$ cat src/rtl/gpio_drive_pkg.sv
package gpio_drive_pkg;
  typedef enum logic [1:0] {
    SINK_OFF  = 2'b00,
    SINK_LOW  = 2'b01,
    SINK_MED  = 2'b10,
    SINK_HIGH = 2'b11
  } sink_lvl_e;

  typedef struct packed {
    logic      pull;
    logic      sink;
    sink_lvl_e lvl;
    logic      src;
    logic      ttl;
  } pin_ctl_t;
endpackage

$ cat src/rtl/gpio_reg_file.sv
module gpio_reg_file #(
  parameter int NPINS = 2,
  parameter int AW = 4,
  parameter logic [AW-1:0] DATA_ADDR = 4'hB,
  parameter logic [AW-1:0] PRI_ADDR  = 4'hC,
  parameter logic [AW-1:0] SEC_ADDR  = 4'hD
) (
  input  logic             clk,
  input  logic             rst_n,
  input  logic             wr_en,
  input  logic [AW-1:0]    addr,
  input  logic [NPINS-1:0] wbits,
  output logic [NPINS-1:0] data_q,
  output logic [NPINS-1:0] pri_q,
  output logic [NPINS-1:0] sec_q
);
  always_ff @(posedge clk) begin
    if (!rst_n) begin
      data_q <= '0;
      pri_q  <= '0;
      sec_q  <= '0;
    end else if (wr_en) begin
      if (addr == DATA_ADDR) data_q <= wbits;
      if (addr == PRI_ADDR)  pri_q  <= wbits;
      if (addr == SEC_ADDR)  sec_q  <= wbits;
    end
  end
endmodule

$ cat src/rtl/gpio_pin_decode.sv
module gpio_pin_decode
  import gpio_drive_pkg::*;
(
  input  logic     data_bit,
  input  logic     sec_bit,
  input  logic     pri_bit,
  output pin_ctl_t ctl
);
  always_comb begin
    ctl = '{pull: 1'b0, sink: 1'b0, lvl: SINK_OFF, src: 1'b0, ttl: 1'b0};
    unique case ({data_bit, sec_bit, pri_bit})
      3'b000: ;
      3'b100: ctl.ttl = 1'b1;
      3'b010: begin ctl.sink = 1'b1; ctl.lvl = SINK_LOW;  end
      3'b001: begin ctl.sink = 1'b1; ctl.lvl = SINK_MED;  end
      3'b011: begin ctl.sink = 1'b1; ctl.lvl = SINK_HIGH; end
      3'b110: ctl.pull = 1'b1;
      3'b101, 3'b111: ctl.src = 1'b1;
      default: ;
    endcase
  end
endmodule

$ cat src/rtl/gpio_sync2.sv
module gpio_sync2 #(
  parameter int W = 2
) (
  input  logic         clk,
  input  logic         rst_n,
  input  logic [W-1:0] async_in,
  output logic [W-1:0] sync_out
);
  logic [W-1:0] stage1;
  always_ff @(posedge clk) begin
    if (!rst_n) begin
      stage1   <= '0;
      sync_out <= '0;
    end else begin
      stage1   <= async_in;
      sync_out <= stage1;
    end
  end
endmodule

$ cat src/rtl/gpio_drive_port.sv
module gpio_drive_port
  import gpio_drive_pkg::*;
#(
  parameter int NPINS = 2,
  parameter int DW = 8,
  parameter int AW = 4,
  parameter logic [AW-1:0] DATA_ADDR = 4'hB,
  parameter logic [AW-1:0] PRI_ADDR  = 4'hC,
  parameter logic [AW-1:0] SEC_ADDR  = 4'hD
) (
  input  logic               clk,
  input  logic               rst_n,
  input  logic               bus_wr,
  input  logic               bus_rd,
  input  logic [AW-1:0]      bus_addr,
  input  logic [DW-1:0]      bus_wdata,
  output logic [DW-1:0]      rd_data,
  output logic               rd_valid,
  input  logic [NPINS-1:0]   pad_in,
  output logic [NPINS-1:0]   pull_en,
  output logic [NPINS-1:0]   sink_en,
  output logic [2*NPINS-1:0] sink_lvl,
  output logic [NPINS-1:0]   src_en,
  output logic [NPINS-1:0]   ttl_sel
);
  logic [NPINS-1:0] data_q, pri_q, sec_q, pad_s, driven;
  logic [DW-1:0]    rd_mux;
  logic             unused_hi;

  assign unused_hi = ^bus_wdata[DW-1:NPINS];

  gpio_reg_file #(
    .NPINS(NPINS), .AW(AW),
    .DATA_ADDR(DATA_ADDR), .PRI_ADDR(PRI_ADDR), .SEC_ADDR(SEC_ADDR)
  ) u_regs (
    .clk(clk), .rst_n(rst_n), .wr_en(bus_wr), .addr(bus_addr),
    .wbits(bus_wdata[NPINS-1:0]),
    .data_q(data_q), .pri_q(pri_q), .sec_q(sec_q)
  );

  gpio_sync2 #(.W(NPINS)) u_sync (
    .clk(clk), .rst_n(rst_n), .async_in(pad_in), .sync_out(pad_s)
  );

  for (genvar i = 0; i < NPINS; i++) begin : g_pin
    pin_ctl_t ctl;
    gpio_pin_decode u_dec (
      .data_bit(data_q[i]), .sec_bit(sec_q[i]), .pri_bit(pri_q[i]), .ctl(ctl)
    );
    assign pull_en[i]        = ctl.pull;
    assign sink_en[i]        = ctl.sink;
    assign sink_lvl[2*i +: 2] = ctl.lvl;
    assign src_en[i]         = ctl.src;
    assign ttl_sel[i]        = ctl.ttl;
    assign driven[i]         = ctl.pull | ctl.sink | ctl.src;
  end

  always_comb begin
    rd_mux = '0;
    if (bus_addr == DATA_ADDR)
      rd_mux[NPINS-1:0] = (driven & data_q) | (~driven & pad_s);
  end

  always_ff @(posedge clk) begin
    if (!rst_n) begin
      rd_data  <= '0;
      rd_valid <= 1'b0;
    end else begin
      rd_valid <= bus_rd;
      if (bus_rd) rd_data <= rd_mux;
    end
  end
endmodule

$ cat config.mk
export PLATFORM = sky130hd
export DESIGN_NAME = gpio_drive_port
export DESIGN_NICKNAME = d
export VERILOG_FILES = /design/src/rtl/gpio_drive_pkg.sv /design/src/rtl/gpio_reg_file.sv /design/src/rtl/gpio_pin_decode.sv /design/src/rtl/gpio_sync2.sv /design/src/rtl/gpio_drive_port.sv
export SDC_FILE = /design/constraint.sdc
export NUM_CORES = 1
export LEC_CHECK = 0
export CORE_MARGIN = 4
export CORE_UTILIZATION = 33
export CTS_CLUSTER_DIAMETER = 120
export DETAILED_ROUTE_END_ITERATION = 10
export GPL_TIMING_DRIVEN = 0
export PLACE_DENSITY = 0.73
export SLEW_MARGIN = 5
export SYNTH_ARGS = -nofsm -noshare
export SYNTH_HDL_FRONTEND = slang
export SYNTH_HIERARCHICAL = 1
export SYNTH_SLANG_ARGS = --single-unit
$ cat constraint.sdc
create_clock -name clk -period 1.3 [get_ports clk]
set_clock_uncertainty 0.1 [all_clocks]
set_input_delay 0.195 -clock clk [delete_from_list [all_inputs] [get_ports clk]]
set_output_delay 0.195 -clock clk [all_outputs]
set_load 0.01 [all_outputs]
==> flow_metrics.env <==
export IMPL_status="finished with violations"
export IMPL_violations="setup timing"
export IMPL_postSynthCellCount=69
export IMPL_grt_total_usage_pct=12.7
export IMPL_worstPathMaxFanout=6
export IMPL_die_w_microns=53.6
export IMPL_diodes=0
export IMPL_die_y_microns=53.6
export IMPL_rows=16
export IMPL_port_buffers=26
export IMPL_fmaxAchievable_ghz=0.734
export IMPL_avgSynthCellArea_sq_um=9.96
export IMPL_seq_area_frac_synth_pct=37.9
export IMPL_cts_num_sinks=13
export IMPL_worst_setup_path_start_kind="register"
export IMPL_finalSetupViolCount=5
export IMPL_grt_pass1_vias=589
export IMPL_hold_viol=0
export IMPL_maxCapViolCount=0
export IMPL_drive_gt1_share_pct=46.7
export IMPL_cts_tree="done"
export IMPL_yosysWarnings=6
export IMPL_grt_pass1_wl_mm=2.47
export IMPL_synth_top_area_share_pct=37.9
export IMPL_final_area_sq_mm=0.00108
export IMPL_rsz0062_at_grt="true"
export IMPL_cts_buffers=3
export IMPL_crit_arrival_ns=1.07
export IMPL_synth_top_family_by_area="simple AND/OR/NAND/NOR gates"
export IMPL_finalWorstSetupSlack_ns=-0.0619
export IMPL_slew_viol_final=0
export IMPL_synthXorXnorAreaFrac_pct=0
export IMPL_required_ns=1.00
export IMPL_clk_latency_ns=0.28
export IMPL_antenna_found_initial=0
export IMPL_worst_hold_path_type="reg -> reg"
export IMPL_synthAdderAreaFrac_pct=0
export IMPL_grt_ovfl_total=0
export IMPL_synthTopCellsByArea="dfxtp_1, mux2i_1, buf_4"
export IMPL_fp_coreArea_sq_mm=0.00196
export IMPL_gp_congestion=0.685
export IMPL_vias=578
export IMPL_cts_path_max_buffers=2
export IMPL_nets=126
export IMPL_drt_iter0_drc=0
export IMPL_layout_common_cells="nand2_1, clkdlybuf4s50_1, buf_6"
export IMPL_io_pins=39
export IMPL_postRouteWirelength_mm=1.56
export IMPL_holdWs_ns=0.334
export IMPL_die_area_sq_mm=0.00288
export IMPL_ys_seq_elements=13
export IMPL_dr_pass1_iters=1
export IMPL_routed_via_density=4.31
export IMPL_root_buffer="clkbuf_4"
export IMPL_p_leak_nw=0.495
export IMPL_post_synth_num_cell_types=22
export IMPL_grt_max_degree=9
export IMPL_path_clk_slew_ns=0.07
export IMPL_path_class="reg -> out"
export IMPL_powerDensity_mw_per_mm2=711
export IMPL_syn_area_sq_um=687
export IMPL_drc_errors=0
export IMPL_cts_htree_levels=1
export IMPL_synthMuxAreaShare_pct=11.7
export IMPL_ir_drop_mv=0.573
export IMPL_period_minus_slack_ns=1.36
export IMPL_synth_simple_area_share_pct=37.7
export IMPL_critPathCaptureType="output port"
export IMPL_drt_wirelength_per_cell_microns=11.6
export IMPL_post_place_ws_ns=-0.190
export IMPL_fin_util_pct=55.3
export IMPL_area_growth_pct=57.9
export IMPL_dpl_cell_area_sq_um=1000
export IMPL_period_share_pct=105
export IMPL_ant_nets=0
export IMPL_p_total_mw=0.771
export IMPL_synth_compound_area_share_pct=4.92
export IMPL_start_util_pct=35.0
export IMPL_yosys_area_top_type="dfxtp_1"
[stage by stage]
| stage | TNS, ns | cells |
|---|---|---|
| after detailed placement | -2.86 | 127 |
| after floorplan | 0 | 74 |
| after global routing | -0.862 | 134 |
| after global placement | -2.80 | 127 |
| final | -0.162 | 134 |
| after CTS | -0.243 | 134 |
[report_power, final]
| part | switching, mW | total [mW] | internal [mW] |
|---|---|---|---|
| clock | 0.127 | 0.246 | 0.119 |
| sequential | 0.00551 | 0.406 | 0.401 |
| combinational | 0.0468 | 0.119 | 0.0718 |
| total | 0.179 | 0.771 | 0.592 |
[flip-flops by register name, summed over array words and instances, names as in the netlist]
register and count:
rd_data 2, rd_valid 1, u_regs/data_q 2, u_regs/pri_q 2, u_regs/sec_q 2, u_sync/stage1 2, u_sync/sync_out 2
[cell usage after synthesis]
cell type	number
and2_1	5
and2_2	2
and2b_1	1
and2b_2	4
and3b_1	2
buf_2	1
buf_4	6
conb_1	1
dfxtp_1	13
mux2i_1	8
nand2_1	11
nand2b_2	1
nand3_2	1
nand4_1	1
nor2_2	1
nor2b_1	1
nor3_2	3
nor3b_2	2
nor3b_4	1
o21ai_1	1
o21ai_2	1
o21ba_2	2
[logic make-up (layout without fill, tap and decap cells)]
family	count (synthesis)	after routing
simple gates	36	36
flops	13	13
mux	8	8
buf+inv	7	40
compound gates	4	4
other cells	1	6
[routing by layer]
metal	GRT usage [%]	vias to the layer above	wire (microns)
met5	0	-	0
met4	11.1	0	44
met3	4.99	5	114
met2	20.6	24	810
met1	12.5	254	593
li1	-	295	-
[what timing repair did]
item | in CTS | in global routing
endpoints found under the setup margin | 17 | 14
pin swaps | 1 | 0
resized for setup | 71 | 6
hold buffers | 0 | 0
cloned | 0 | 0
setup buffers | 3 | 0
[layout make-up]
class	instances	area [sq um]
clock buffer	4	26.3
tap	27	33.8
multi-input combinational	54	418
buffer	7	50.0
fill	213	877
timing repair buffer	29	279
sequential	13	278
[worst paths after layout]
kind                                      start                            end  slack (ns)  cells past startpoint
hold / removal      u_sync/stage1[0]$_SDFF_PN0_  u_sync/sync_out[0]$_SDFF_PN0_        0.33                      1
hold reg to reg     u_sync/stage1[0]$_SDFF_PN0_  u_sync/sync_out[0]$_SDFF_PN0_        0.33                      1
setup reg to reg  u_regs/data_q[0]$_SDFFE_PN0P_        rd_data[0]$_SDFFE_PN0P_       -0.04                      5
setup / recovery  u_regs/data_q[0]$_SDFFE_PN0P_                     sink_en[0]       -0.06                      3
[critical path: stages (launching register included)]
cell and delay [ns]:
dfxtp_4 0.37, buf_6 0.11, o21ba_4 0.22, buf_6 0.10
Note: power is estimated with default switching activity, not from simulation.
